--- src/rtl/daf_pkg.sv ---
package daf_pkg;

  localparam logic [31:0] CRC_POLY_REFL = 32'hEDB88320;
  localparam logic [31:0] CRC_SEED      = 32'hFFFFFFFF;

  // Advance a reflected CRC-32 register by one byte, bit 0 of the byte first.
  function automatic logic [31:0] crc_step_byte(input logic [31:0] c_in,
                                                input logic [7:0]  b);
    logic [31:0] c;
    logic        fb;
    c = c_in;
    for (int i = 0; i < 8; i++) begin
      fb = c[0] ^ b[i];
      c  = c >> 1;
      if (fb) c = c ^ CRC_POLY_REFL;
    end
    return c;
  endfunction

endpackage

--- src/rtl/daf_collect.sv ---
module daf_collect #(
  parameter int ADDR_BYTES = 6,
  parameter int HASH_BITS  = 6,
  localparam int ADDR_W = 8 * ADDR_BYTES,
  localparam int CNT_W  = $clog2(ADDR_BYTES + 1)
) (
  input  logic                 clk,
  input  logic                 rst_n,
  input  logic                 sof,
  input  logic                 byte_valid,
  input  logic [7:0]           byte_data,
  output logic [ADDR_W-1:0]    da,
  output logic [HASH_BITS-1:0] hash_idx,
  output logic                 addr_ready,
  output logic                 last_take
);
  import daf_pkg::*;

  logic [CNT_W-1:0] cnt_q;
  logic             open_q;
  logic [31:0]      crc_q;
  logic             take_first, take_next;

  assign take_first = byte_valid && sof;
  assign take_next  = byte_valid && !sof && open_q && (cnt_q < CNT_W'(ADDR_BYTES));
  assign last_take  = (take_first && ADDR_BYTES == 1) ||
                      (take_next && cnt_q == CNT_W'(ADDR_BYTES - 1));

  generate
    for (genvar k = 0; k < ADDR_BYTES; k++) begin : g_lane
      always_ff @(posedge clk) begin
        if (!rst_n)
          da[8*k +: 8] <= '0;
        else if (take_first)
          da[8*k +: 8] <= (k == 0) ? byte_data : 8'h00;
        else if (take_next && cnt_q == CNT_W'(k))
          da[8*k +: 8] <= byte_data;
      end
    end
  endgenerate

  always_ff @(posedge clk) begin
    if (!rst_n) begin
      cnt_q  <= '0;
      open_q <= 1'b0;
      crc_q  <= CRC_SEED;
    end else if (take_first) begin
      cnt_q  <= CNT_W'(1);
      open_q <= 1'b1;
      crc_q  <= crc_step_byte(CRC_SEED, byte_data);
    end else if (take_next) begin
      cnt_q  <= cnt_q + CNT_W'(1);
      crc_q  <= crc_step_byte(crc_q, byte_data);
    end
  end

  assign addr_ready = open_q && (cnt_q == CNT_W'(ADDR_BYTES));
  assign hash_idx   = crc_q[31 -: HASH_BITS];

  assert_count_bound_R2: assert property (@(posedge clk) disable iff (!rst_n)
    cnt_q <= CNT_W'(ADDR_BYTES));

  assert_ready_after_last_R2: assert property (@(posedge clk) disable iff (!rst_n)
    last_take |=> addr_ready);

  assert_hold_steady_R2: assert property (@(posedge clk) disable iff (!rst_n)
    (addr_ready && !take_first) |=> ($stable(da) && $stable(hash_idx) && addr_ready));

endmodule

--- src/rtl/daf_hash_lookup.sv ---
module daf_hash_lookup #(
  parameter int HASH_BITS = 6,
  localparam int TABLE_N = 1 << HASH_BITS,
  localparam int HALF_N  = TABLE_N / 2
) (
  input  logic [HASH_BITS-1:0] idx,
  input  logic [TABLE_N-1:0]   hash_tbl,
  output logic                 hit
);
  generate
    if (HASH_BITS > 1) begin : g_split
      logic [HALF_N-1:0]    upper_half, lower_half;
      logic [HASH_BITS-2:0] offset;
      assign upper_half = hash_tbl[TABLE_N-1:HALF_N];
      assign lower_half = hash_tbl[HALF_N-1:0];
      assign offset     = idx[HASH_BITS-2:0];
      assign hit = idx[HASH_BITS-1] ? upper_half[offset] : lower_half[offset];
    end else begin : g_flat
      assign hit = hash_tbl[idx];
    end
  endgenerate
endmodule

--- src/rtl/daf_classify.sv ---
module daf_classify #(
  parameter int ADDR_W = 48
) (
  input  logic [ADDR_W-1:0] da,
  input  logic [ADDR_W-1:0] station_addr,
  input  logic [ADDR_W-1:0] pause_addr,
  output logic              bcast,
  output logic              group_bit,
  output logic              station_eq,
  output logic              pause_eq
);
  assign bcast      = &da;
  assign group_bit  = da[0];
  assign station_eq = (da == station_addr);
  assign pause_eq   = (da == pause_addr);
endmodule

--- src/rtl/daf_filter.sv ---
module daf_filter #(
  parameter int ADDR_BYTES = 6,
  parameter int HASH_BITS  = 6,
  localparam int ADDR_W  = 8 * ADDR_BYTES,
  localparam int TABLE_N = 1 << HASH_BITS
) (
  input  logic              clk,
  input  logic              rst_n,
  input  logic              sof,
  input  logic              byte_valid,
  input  logic [7:0]        byte_data,
  input  logic [ADDR_W-1:0] station_addr,
  input  logic [ADDR_W-1:0] pause_addr,
  input  logic [TABLE_N-1:0] group_hash,
  input  logic [TABLE_N-1:0] indiv_hash,
  input  logic              bcast_reject,
  input  logic              flow_ctrl_en,
  input  logic              pause_frame_valid,
  output logic              decision_valid,
  output logic              accept,
  output logic              is_bcast,
  output logic              is_mcast,
  output logic              exact_match_n,
  output logic              hash_match_n,
  output logic              pause_candidate
);

  logic [ADDR_W-1:0]    da;
  logic [HASH_BITS-1:0] hash_idx;
  logic                 addr_ready, last_take;
  logic                 bcast, group_bit, station_eq, pause_eq;
  logic                 group_hit, indiv_hit;
  logic                 route_accept;

  daf_collect #(.ADDR_BYTES(ADDR_BYTES), .HASH_BITS(HASH_BITS)) u_collect (
    .clk(clk), .rst_n(rst_n), .sof(sof), .byte_valid(byte_valid),
    .byte_data(byte_data), .da(da), .hash_idx(hash_idx),
    .addr_ready(addr_ready), .last_take(last_take)
  );

  daf_classify #(.ADDR_W(ADDR_W)) u_classify (
    .da(da), .station_addr(station_addr), .pause_addr(pause_addr),
    .bcast(bcast), .group_bit(group_bit),
    .station_eq(station_eq), .pause_eq(pause_eq)
  );

  daf_hash_lookup #(.HASH_BITS(HASH_BITS)) u_group_lookup (
    .idx(hash_idx), .hash_tbl(group_hash), .hit(group_hit)
  );

  daf_hash_lookup #(.HASH_BITS(HASH_BITS)) u_indiv_lookup (
    .idx(hash_idx), .hash_tbl(indiv_hash), .hit(indiv_hit)
  );

  // Priority chain: broadcast, then multicast, then unicast.
  always_comb begin
    route_accept  = 1'b0;
    exact_match_n = 1'b1;
    hash_match_n  = 1'b1;
    if (addr_ready) begin
      if (bcast) begin
        route_accept = !bcast_reject;
      end else if (group_bit) begin
        if (!flow_ctrl_en) begin
          if (group_hit) begin
            hash_match_n = 1'b0;
            route_accept = 1'b1;
          end
        end else if (pause_eq) begin
          exact_match_n = 1'b0;
          route_accept  = 1'b1;
        end
      end else begin
        if (station_eq) begin
          exact_match_n = 1'b0;
          route_accept  = 1'b1;
        end else if (indiv_hit) begin
          hash_match_n = 1'b0;
          route_accept = 1'b1;
        end
      end
    end
  end

  assign pause_candidate = addr_ready && flow_ctrl_en && (pause_eq || station_eq);
  assign accept          = route_accept && !(pause_candidate && pause_frame_valid);
  assign decision_valid  = addr_ready;
  assign is_bcast        = addr_ready && bcast;
  assign is_mcast        = addr_ready && group_bit && !bcast;

  assert_idle_quiet_R1: assert property (@(posedge clk) disable iff (!rst_n)
    !decision_valid |-> (!accept && exact_match_n && hash_match_n));

  assert_valid_after_last_R2: assert property (@(posedge clk) disable iff (!rst_n)
    last_take |=> decision_valid);

  assert_bcast_no_flags_R3: assert property (@(posedge clk) disable iff (!rst_n)
    is_bcast |-> (exact_match_n && hash_match_n && !is_mcast));

  assert_pause_veto_R10: assert property (@(posedge clk) disable iff (!rst_n)
    (pause_candidate && pause_frame_valid) |-> !accept);

  assert_single_flag_R11: assert property (@(posedge clk) disable iff (!rst_n)
    !(!exact_match_n && !hash_match_n));

  assert_accept_reason_R11: assert property (@(posedge clk) disable iff (!rst_n)
    accept |-> (is_bcast || !exact_match_n || !hash_match_n));

  assert_fc_no_group_hash_R6: assert property (@(posedge clk) disable iff (!rst_n)
    (is_mcast && flow_ctrl_en) |-> hash_match_n);

endmodule

--- config.mk ---
export PLATFORM = sky130hd
export DESIGN_NAME = daf_filter
export DESIGN_NICKNAME = d
export VERILOG_FILES = /design/src/rtl/daf_pkg.sv /design/src/rtl/daf_collect.sv /design/src/rtl/daf_hash_lookup.sv /design/src/rtl/daf_classify.sv /design/src/rtl/daf_filter.sv
export SDC_FILE = /design/constraint.sdc
export NUM_CORES = 1
export LEC_CHECK = 0
export BUFFER_PORTS_ARGS = -buffer_cell sky130_fd_sc_hd__clkbuf_2
export CAP_MARGIN = 20
export CORE_MARGIN = 4
export CORE_UTILIZATION = 50
export DETAILED_ROUTE_END_ITERATION = 10
export PLACE_DENSITY = 0.8
export SLEW_MARGIN = 30
export SYNTH_ARGS = -nofsm -noshare
export SYNTH_HDL_FRONTEND = slang
export SYNTH_SLANG_ARGS = --single-unit
--- constraint.sdc ---
create_clock -name clk -period 7.4 [get_ports clk]
set_input_delay 2.22 -clock clk [delete_from_list [all_inputs] [get_ports clk]]
set_output_delay 2.22 -clock clk [all_outputs]
set_load 0.005 [all_outputs]
==> results by group, run 1 <==
Finish
  – Layout Cells excl Fill: approximately 1200
  – Final core utilization: 0.630
  – Antenna diodes: 0
  – Layout cells sized above 1: 0.314
  – Fillers: around 1100
  – Final #Nets: 1231
  – Layout area overhead: 22.7%

Clock tree
  – CTS sink count: between 80 and 90
  – CTS Buffer Depth: 2
  – Post-CTS resize count: 0
  – Hold_buf cts: 0
  – Htree depth: 3
  – Clock Latency Late Sink: about 0.34 ns
  – Root buf cell: clkbuf_16
  – Post-CTS Setup Inserts: 0
  – CTS tree: done
  – Worst-path clk slew: 0.07 ns
  – Num CTS Buffers: 9

Synth
  – Synth unique cells: 48
  – Mapped Cells: 774
  – Post-synthesis sequential area ratio: 0.245
  – Synthesized area per cell: around 8.9 um^2
  – Synth top area cells: dfxtp_1 25%, xnor2_1 21%, mux4_2 7.9%
  – Post-synth top area share: 0.245
  – Number of flops mapped to enable cells by yosys: 0
  – XOR/XNOR Fraction of Synth Area: 0.294
  – Synth area leader: dfxtp_1
  – Synth Flop Type: dfxtp_1
  – Multiplexer share of the synthesized area: 0.150
  – Post-Syn Area: around 7000 um^2
  – Top-count cell post-synth: xnor2_1
  – Largest family of logic cells by synthesized area: XOR/XNOR gates
  – Simple-gate portion of the synthesized area: 0.159
  – FF+latch count, synth: 84
  – Compound-Gate Fraction of Synth Area: 0.105
  – Top cells by count, synth: 168 x xnor2_1, 84 x dfxtp_1, 82 x nand2_1
  – Mapped Nets: roughly 1000
  – Adder-cell share of the synthesized area: 0.00913
  – Async SR Flop Fraction: 0
  – Yosys Warn Count: 0

Placed design
  – Post-Place Cells: about 1200
  – Port bufs: approximately 250
  – Placer Congestion: between 0.9 and 1
  – HPWL after DPL: between 15000 and 20000 um

Setup path
  – Kind of critical path: input pin to output pin
  – Critical-path top delay cell: nor4_1
  – Critical Path AT: around 4.2 ns
  – Maximum fanout along the worst path: 2
  – Startpoint types: input pin
  – Slowest stage delay, CP: about 0.73 ns
  – WP data required: around 5.2 ns
  – Top delay family on crit path: simple AND/OR/NAND/NOR gates
  – CP bufs+invs: 2
  – Sequence of cells on the critical path: clkbuf_2 -> xnor2_1 -> nand4_1 -> nor4_1 -> nand4_1 -> nand2_1 -> o2bb2ai_1 -> a221oi_1 -> clkbuf_2
  – Crit end category: output pin

Power
  – VDD IR max: around 150 uV
  – Pleak: between 3 and 4 nW
  – Switching Fraction: 0.342
  – Internal power: 0.00101 W
  – Pwr/cell area: ~180 nW/um^2
  – Part of the power in registers: 0.334
  – Clock network power share: 0.282
  – NetSw: about 0.00052 W
  – Combinational share of power: 0.384
  – Final Power: between 0.0015 and 0.002 W

Detailed routing
  – DR vias: 6728
  – Detail Route Antenna Nets: 0
  – Met1 wire length: a little under 9000 um
  – DR vias/cell: 5.76
  – Drt pass-1 iters: 5
  – Wire per inst: between 15 and 20 um
  – Post-route DRC violation count: 0
  – Routed wire length: 22500 um
  – Routed length on met2: 10800 um
  – Initial DRC Count: roughly 740
  – Top Metal Used: met4
  – WL met3: between 2000 and 2500 um

Timing
  – Final Max Tran Viols: 0
  – Crit share post-route: 0.864
  – Setup-failing EPs final: 0
  – Hold Fails Final Rpt: 0
  – RSZ-0062 raised after global routing: no
  – Final min period: 6.39 ns
  – Worst-Margin Slew: 0.869 ns
  – Hold_ws: 0.499 ns
  – Setup TNS: 0 ns
  – FMAX: roughly 160 MHz
  – Headroom to the max-slew limit: 0.421
  – Clock skew: ~0.0092 ns

Global route
  – Largest net degree at the start of global routing: 43
  – First-pass GRT wire length: approximately 35000 um
  – Total GRT Usage: 0.277
  – Antenna violations before repair: 0
  – Total gr overflow: 0
  – Vias in the first global route: approximately 6700

Die
  – # rows: 42
  – Die W: around 130 um
  – Die Y: between 100 and 150 um
  – Core area: between 10000 and 15000 um^2
  – Initial Util: 0.513
  – I/O pins: between 200 and 250
  – Total die area: ~16000 um^2

Hold path
  – Worst Hold Class: register to register

Status
  – Status: completed

Run
  – Max Cap Viol: 0
## layer usage
layer,global-route usage,up-vias
li1,-,3160
met1,0.364,3155
met2,0.456,361
met3,0.0593,52
met4,0.0874,0
met5,0,-
## registers in the layout, summed over array words and instances (netlist names)
register          count
u_collect.da         48
u_collect.cnt_q       3
u_collect.crc_q      32
u_collect.open_q      1
## final cells by class
type                    instances  area [um^2]  area share
multi-input cells             632         4920       0.585
flip-flops and latches         84         1680       0.200
repair buffers                251         1270       0.151
clock buffers                   9          225      0.0268
well taps                     176          220      0.0262
clock inverters                 7         57.6     0.00685
inverters                       9         33.8     0.00402
## cells by family after synthesis
logic type	after synthesis
AOI/OAI and AO/OA	114
muxes	73
xor gates and xnor gates	210
and+or+nand+nor	230
adders and majority gates	5
buffers and inverters	58
DFF	84
## worst register-to-register path, delay by kind of cell (launching register included)
family | cells | cell delay, ns
compound gates | 1 | 0.15
simple gates | 1 | 0.05
flops | 1 | 0.35
xor+xnor | 5 | 1.74
## cells in the final DEF, fill, tap and decap left out, types with 4 or more instances in the layout
cell / n
clkbuf_2: 245
xnor2_1: 168
dfxtp_1: 83
nand2_1: 81
mux2i_1: 49
nor2_1: 42
nand4_1: 39
nand3_1: 35
a21oi_1: 33
o21ai_0: 28
xor2_1: 26
mux4_2: 24
o211ai_1: 19
nor2b_1: 14
inv_1: 9
nor4_1: 9
clkbuf_16: 9
xnor2_2: 8
o2111ai_1: 6
buf_4: 6
a22oi_1: 5
ha_1: 5
and2_1: 4
a211oi_1: 4
## power by group through the flow
| stage | clock (W) | combinational [W] | sequential, W |
|---|---|---|---|
| 6_report | 0.000432 | 0.000588 | 0.000512 |
| 4_1_cts | 0.000431 | 0.000585 | 0.000511 |
| 3_3_place_gp | 0 | 0.000571 | 0.000521 |
| 2_1_floorplan | 0 | 0.000452 | 0.000502 |
| 5_1_grt | 0.000452 | 0.000640 | 0.000514 |
| 3_5_place_dp | 0 | 0.000580 | 0.000521 |
## stage by stage
| stage | setup WS (ns) | cell area [um^2] |
|---|---|---|
| after floorplan | 1.53 | 6850 |
| after global placement | 1.08 | 8120 |
| after detailed placement | 1.01 | 8120 |
| after CTS | 0.991 | 8400 |
| after global routing | 0.778 | 8410 |
| final | 1.01 | 8410 |
## worst paths after layout
check	startpoint	end	slack, ns	cells after the start
worst min register to register	u_collect.crc_q[24]	u_collect.crc_q[24]	0.50	2
worst min-delay path	u_collect.crc_q[24]	u_collect.crc_q[24]	0.50	2
worst max register to register	u_collect.crc_q[1]	u_collect.crc_q[23]	5.00	7
worst max-delay path	pause_addr[10]	accept	1.01	9
Power figures use the tool's default switching activity.
==> run 2, diff against run 1 <==
--- a/config.mk
+++ b/config.mk
@@ -5,12 +5,12 @@
 export SDC_FILE = /design/constraint.sdc
 export NUM_CORES = 1
 export LEC_CHECK = 0
+export ABC_AREA = 1
 export BUFFER_PORTS_ARGS = -buffer_cell sky130_fd_sc_hd__clkbuf_2
 export CAP_MARGIN = 20
-export CORE_MARGIN = 4
 export CORE_UTILIZATION = 50
 export DETAILED_ROUTE_END_ITERATION = 10
-export PLACE_DENSITY = 0.8
+export PLACE_DENSITY = 0.79
 export SLEW_MARGIN = 30
 export SYNTH_ARGS = -nofsm -noshare
 export SYNTH_HDL_FRONTEND = slang
==> results by group, run 2 <==
Status
  – Status: completed

Setup path
  – Critical Path AT: 3.70 ns (-0.47 ns)
  – Kind of critical path: input pin to output pin
  – WP data required: 5.18 ns (about the same)
  – Crit end category: output pin
  – Worst flop-to-flop path startpoint: u_collect.crc_q[28]
  – Reg2reg path depth: 9 (+2)
  – Startpoint types: input pin
  – Maximum fanout along the worst path: 2 (unchanged)
  – Critical path endpoint: accept
  – Register-to-register setup slack: 4.67 ns (-0.33 ns)
  – Crit path from: pause_addr[10]
  – Worst R2R End: u_collect.crc_q[20]

Timing
  – Headroom to the max-slew limit: 0.501 (+0.0802)
  – RSZ-0062 raised after global routing: no
  – Hold Fails Final Rpt: 0 (unchanged)
  – FMAX: 169 MHz (+8.0%)
  – Crit share post-route: 0.800 (-0.0638)
  – Worst-Margin Slew: 0.747 ns (-0.122 ns)
  – Setup TNS: 0 ns (unchanged)
  – Clock skew: 0.00447 ns (-0.00472 ns)
  – Final Max Tran Viols: 0 (unchanged)
  – Final min period: 5.92 ns (-0.472 ns)
  – Setup-failing EPs final: 0 (unchanged)

Die
  – Initial Util: 0.516 (+0.00298)
  – # rows: 44 (+4.8%)
  – Core area: 14600 um^2 (+9.3%)
  – I/O pins: 246 (unchanged)
  – Die Y: 125 um (-0.26%)
  – Total die area: 15600 um^2 (-0.52%)
  – Die W: 125 um (-0.26%)

Power
  – Pwr/cell area: 180 nW/um^2 (-1.4%)
  – NetSw: 0.000615 W (+18%)
  – Internal power: 0.00101 W (about the same)
  – Part of the power in registers: 0.310 (-0.024)
  – Pleak: 4.48 nW (+26%)
  – Clock network power share: 0.291 (+0.009)
  – Switching Fraction: 0.379 (+0.0373)
  – VDD IR max: 126 uV (-15%)
  – Combinational share of power: 0.399 (+0.015)

Global route
  – Total gr overflow: 0 (unchanged)
  – Largest net degree at the start of global routing: 84 (+95%)
  – Antenna violations before repair: 0 (unchanged)
  – Total GRT Usage: 0.299 (+0.0228)
  – First-pass GRT wire length: 38100 um (+8.2%)
  – Vias in the first global route: 7729 (+15%)

Synth
  – Post-Syn Area: 7530 um^2 (+9.9%)
  – Synth top area cells: dfxtp_1 22%, nand2_1 14%, xor2_1 13%
  – Top cells by count, synth: 272 x nand2_1, 137 x nand3_1, 108 x xor2_1
  – Number of flops mapped to enable cells by yosys: 0 (unchanged)
  – Post-synthesis sequential area ratio: 0.223 (-0.0222)
  – Post-synth top area share: 0.223 (-0.0222)
  – Synth unique cells: 43 (-10%)
  – Yosys Warn Count: 0 (unchanged)
  – Async SR Flop Fraction: 0 (unchanged)
  – Synth area leader: dfxtp_1
  – FF+latch count, synth: 84 (unchanged)
  – Synthesized area per cell: 6.53 um^2 (-26%)
  – Top-count cell post-synth: nand2_1
  – Synth Flop Type: dfxtp_1
  – Mapped Nets: 1398 (+37%)
  – Mapped Cells: 1154 (+49%)

Clock tree
  – Root buf cell: clkbuf_16
  – CTS sink count: 84 (unchanged)
  – Num CTS Buffers: 9 (unchanged)
  – CTS Buffer Depth: 2 (unchanged)
  – Worst-path clk slew: 0.06 ns (about the same)
  – Post-CTS Setup Inserts: 0 (unchanged)
  – Hold_buf cts: 0 (unchanged)
  – Htree depth: 3 (unchanged)
  – CTS tree: done
  – Clock Latency Late Sink: 0.34 ns (about the same)
  – Post-CTS resize count: 0 (unchanged)

Finish
  – Final core utilization: 0.619 (-0.0105)
  – Largest register FFs: 48 (unchanged)
  – Layout area overhead: 20.0%
  – Most frequent cells in the layout: 272 x nand2_1, 245 x clkbuf_2, 137 x nand3_1
  – Largest registers: u_collect.da (48), u_collect.crc_q (32), u_collect.cnt_q (3)
  – Final #Nets: 1599 (+30%)
  – Most common cell after layout, fill and taps aside: nand2_1
  – Fillers: 1374 (+22%)
  – Biggest register: u_collect.da
  – Antenna diodes: 0 (unchanged)
  – Layout cells sized above 1: 0.229 (-0.0848)

Hold path
  – HP Start: u_collect.crc_q[13]
  – Worst Hold Class: register to register

Placed design
  – HPWL after DPL: 17800 um (+0.98%)
  – Port bufs: 245 (unchanged)
  – Placer Congestion: 0.914 (-4.9%)

Detailed routing
  – Post-route DRC violation count: 0 (unchanged)
  – Routed wire length: 23400 um (+4.0%)
  – DR vias/cell: 5.38 (-6.5%)
  – Detail Route Antenna Nets: 0 (unchanged)
  – Initial DRC Count: 544 (-26%)
  – Wire per inst: 15.2 um (-21%)
  – DR vias: 8312 (+24%)
  – Drt pass-1 iters: 5 (unchanged)

Run
  – Max Cap Viol: 0 (unchanged)
-- run 2: layout make-up --
class                      instances  area [um^2]  area share
tap                              184          230      0.0255
sequential                        84         1680       0.186
timing repair buffer             252         1280       0.142
inverter                         110          432      0.0478
clock buffer                       9          225      0.0249
clock inverter                     7         82.6     0.00914
multi-input combinational        898         5100       0.565
-- run 2: critical path, cell delays in order --
cell	delay [ns]
clkbuf_2	0.09
xnor2_1	0.14
nand2_1	0.07
nor3_1	0.21
nand2_1	0.17
nor2_1	0.16
nand4_1	0.13
nand3_1	0.11
nand2_1	0.08
a21oi_1	0.17
clkbuf_2	0.14
-- run 2: how the worst min path moves through the flow --
stage | to | slack, ns | cells past startpoint
detailed placement | u_collect.crc_q[13] | 0.48 | 2
floorplan | u_collect.crc_q[10] | 0.46 | 2
finish | u_collect.crc_q[13] | 0.49 | 2
global route | u_collect.crc_q[18] | 0.53 | 2
global placement | u_collect.crc_q[25] | 0.47 | 2
CTS | u_collect.crc_q[13] | 0.49 | 2
-- run 2: layer usage --
layer  part of all wire  global-route usage  vias up  wire length [um]
li1                   -                   -     4124                 -
met1               0.42               0.382     3771              9860
met2               0.47               0.505      357             11100
met3              0.072              0.0382       60              1690
met4              0.033               0.128        0               765
met5                  0                   0        -                 0
-- run 2: stage by stage --
stage	worst slack [ns]	total power (W)	hold WS [ns]	cell area [um^2]	cells
6_report	1.48	0.00162	0.489	9040	1544
5_1_grt	1.32	0.00172	0.527	9040	1544
4_1_cts	1.51	0.00162	0.490	9040	1544
3_5_place_dp	1.52	0.00115	0.478	8730	1528
3_3_place_gp	1.52	0.00114	0.472	8730	1528
2_1_floorplan	2.08	0.000981	0.457	7530	1154
-- run 2: power by group through the flow --
| stage | Combinational (W) | Clock, W | Sequential [W] |
|---|---|---|---|
| after global routing | 0.000724 | 0.000492 | 0.000506 |
| final | 0.000647 | 0.000472 | 0.000503 |
| after floorplan | 0.000479 | 0 | 0.000501 |
| after CTS | 0.000641 | 0.000473 | 0.000503 |
| after global placement | 0.000623 | 0 | 0.000512 |
| after detailed placement | 0.000635 | 0 | 0.000513 |
-- run 2: logic make-up (layout without fill, tap and decap cells) --
group | Yosys count | after routing | synth area share
and+or+nand+nor | 529 | 529 | 0.306
AOI/OAI and AO/OA | 188 | 188 | 0.134
xor gates and xnor gates | 176 | 176 | 0.229
buffers and inverters | 172 | 378 | 0.0993
DFF | 84 | 84 | 0.223
adders and majority gates | 5 | 5 | 0.00831
==> run 3, diff against run 2 <==
--- a/config.mk
+++ b/config.mk
@@ -5,12 +5,12 @@
 export SDC_FILE = /design/constraint.sdc
 export NUM_CORES = 1
 export LEC_CHECK = 0
-export ABC_AREA = 1
+export ABC_AREA = 0
 export BUFFER_PORTS_ARGS = -buffer_cell sky130_fd_sc_hd__clkbuf_2
 export CAP_MARGIN = 20
 export CORE_UTILIZATION = 50
 export DETAILED_ROUTE_END_ITERATION = 10
-export PLACE_DENSITY = 0.79
+export PLACE_DENSITY = 0.8
 export SLEW_MARGIN = 30
 export SYNTH_ARGS = -nofsm -noshare
 export SYNTH_HDL_FRONTEND = slang
==> constraint.sdc (replaced) <==
create_clock -name clk -period 6.1 [get_ports clk]
set_input_delay 1.83 -clock clk [delete_from_list [all_inputs] [get_ports clk]]
set_output_delay 1.83 -clock clk [all_outputs]
set_load 0.005 [all_outputs]
==> results by group, run 3 (synthesis gave the netlist of run 1 again) <==
Finish
  – Most common cell after layout, fill and taps aside: clkbuf_2
  – Fillers: 1127 (-18%)
  – Biggest register: u_collect.da
  – Largest registers: u_collect.da (48), u_collect.crc_q (32), u_collect.cnt_q (3)
  – Layout cells sized above 1: 0.314 (+0.0856)
  – Antenna diodes: 0 (unchanged)
  – Final #Nets: 1235 (-23%)
  – Largest register FFs: 48 (unchanged)
  – Most frequent cells in the layout: 245 x clkbuf_2, 168 x xnor2_1, 83 x dfxtp_1
  – Layout area overhead: 23.1%
  – Layout Cells excl Fill: 1172 (-24%)

Timing
  – Setup-failing EPs final: 0 (unchanged)
  – PnR worst setup slack: 0.597 ns (-0.883 ns)
  – Clock skew: 0.00884 ns (+0.00436 ns)
  – FMAX: between 150 and 200 MHz
  – Hold_ws: 0.490 ns (+0.00134 ns)
  – Crit share post-route: 0.902
  – Headroom to the max-slew limit: 0.374 (-0.127)
  – Setup TNS: 0 ns (unchanged)
  – Hold Fails Final Rpt: 0 (unchanged)
  – Final Max Tran Viols: 0 (unchanged)
  – RSZ-0062 raised after global routing: no
  – Worst-Margin Slew: 0.939 ns (+0.192 ns)
  – Final min period: around 5.5 ns

Clock tree
  – CTS tree: done
  – Root buf cell: clkbuf_16
  – Hold_buf cts: 0 (unchanged)
  – CTS Buffer Depth: 2 (unchanged)
  – Htree depth: 3 (unchanged)
  – Post-CTS Setup Inserts: 0 (unchanged)
  – Clock Latency Late Sink: 0.35 ns (about the same)
  – Num CTS Buffers: 9 (unchanged)
  – Post-CTS resize count: 0 (unchanged)
  – CTS sink count: 84 (unchanged)
  – Worst-path clk slew: 0.06 ns (about the same)

Setup path
  – Slowest stage delay, CP: 0.57 ns (+0.36 ns)
  – Critical-path top delay cell: nor4_1
  – Critical Path AT: 3.67 ns (-0.03 ns)
  – WP data required: 4.27 ns (-0.91 ns)
  – Sequence of cells on the critical path: clkbuf_2 -> xnor2_1 -> nand4_1 -> nor4_1 -> a31oi_1 -> o2bb2ai_1 -> a221oi_1 -> clkbuf_2
  – Startpoint types: input pin
  – Kind of critical path: input pin to output pin
  – Cell mode on critical path: clkbuf_2
  – Crit end category: output pin
  – Maximum fanout along the worst path: 2 (unchanged)

Placed design
  – Port bufs: 245 (unchanged)
  – Pre-CTS setup slack: 0.611 ns (-0.907 ns)
  – HPWL after DPL: 17000 um (-4.7%)
  – Post-Place Cells: 1156 (-24%)
  – Placer Congestion: 0.935 (+2.3%)

Global route
  – Vias in the first global route: 6582 (-15%)
  – Antenna violations before repair: 0 (unchanged)
  – Largest net degree at the start of global routing: 43 (-49%)
  – First-pass GRT wire length: 34200 um (-10%)
  – Total gr overflow: 0 (unchanged)
  – Total GRT Usage: 0.309 (+0.00938)

Hold path
  – Worst Hold Class: register to register

Die
  – Die W: 119 um (-4.5%)
  – I/O pins: 246 (unchanged)
  – Die Y: 119 um (-4.5%)
  – Total die area: 14200 um^2 (-8.9%)
  – Initial Util: 0.515 (-0.000955)
  – Core area: 13300 um^2 (-8.9%)
  – # rows: 42 (-4.5%)

Detailed routing
  – Routed wire length: 22100 um (-5.6%)
  – Detail Route Antenna Nets: 0 (unchanged)
  – Post-route DRC violation count: 0 (unchanged)
  – DR vias/cell: 5.81 (+7.9%)
  – Drt pass-1 iters: 5 (unchanged)
  – DR vias: 6805 (-18%)
  – Initial DRC Count: 601 (+10%)
  – Wire per inst: 18.9 um (+24%)

Power
  – Pleak: 3.57 nW (-20%)
  – VDD IR max: 135 uV (+7.2%)
  – Pwr/cell area: 221 nW/um^2 (+23%)
  – Final Power: 0.00187 W (+15%)

Run
  – Max Cap Viol: 0 (unchanged)

Status
  – Status: completed
run 3: cell count changes in the layout (fill, tap and decap cells not counted), sizes merged, moves of 67 or more:
cell / change
nand2: -194
xnor2: +116
nand3: -102
inv: -98
xor2: -83
o21ai: -67
run 3: final cells by class:
class,count,area [um^2],share of cell area
Multi-Input combinational cell,632,4910,0.582
Tap cell,176,220,0.0261
Clock inverter,7,58.8,0.00697
Timing Repair Buffer,255,1300,0.154
Sequential cell,84,1680,0.199
Clock buffer,9,225,0.0267
Inverter,9,33.8,0.00400
run 3: worst max-delay path: cells and delay by family:
kind / cells / cell delay, ns
and+or+nand+nor: 2 / 0.72
AOI/OAI and AO/OA: 3 / 0.66
buffers and inverters: 2 / 0.28
xor gates and xnor gates: 1 / 0.18
run 3: per-stage QoR:
step | cell area, um^2 | utilization
floorplan | 6850 | -
global placement | 8150 | 0.613
detailed placement | 8150 | 0.613
CTS | 8430 | 0.634
global route | 8440 | 0.634
finish | 8440 | 0.634
run 3: where the power goes:
group	internal [W]	total [W]	switching [W]
clock	0.000282	0.000528	0.000245
sequential	0.000577	0.000625	0.0000485
combinational	0.000367	0.000713	0.000347
total	0.00123	0.00187	0.000640
run 3: worst paths after layout:
| check | start | end | slack (ns) | cells past startpoint |
|---|---|---|---|---|
| setup / recovery | station_addr[8] | accept | 0.60 | 8 |
| hold / removal | u_collect.crc_q[18] | u_collect.crc_q[18] | 0.49 | 2 |
| setup reg to reg | u_collect.open_q | u_collect.da[36] | 3.65 | 5 |
| hold reg to reg | u_collect.crc_q[18] | u_collect.crc_q[18] | 0.49 | 2 |
run 3: per-layer routing:
metal | wire length (um) | track usage
met1 | 8830 | 0.385
met2 | 10700 | 0.520
met3 | 2060 | 0.0718
met4 | 507 | 0.106
met5 | 0 | 0
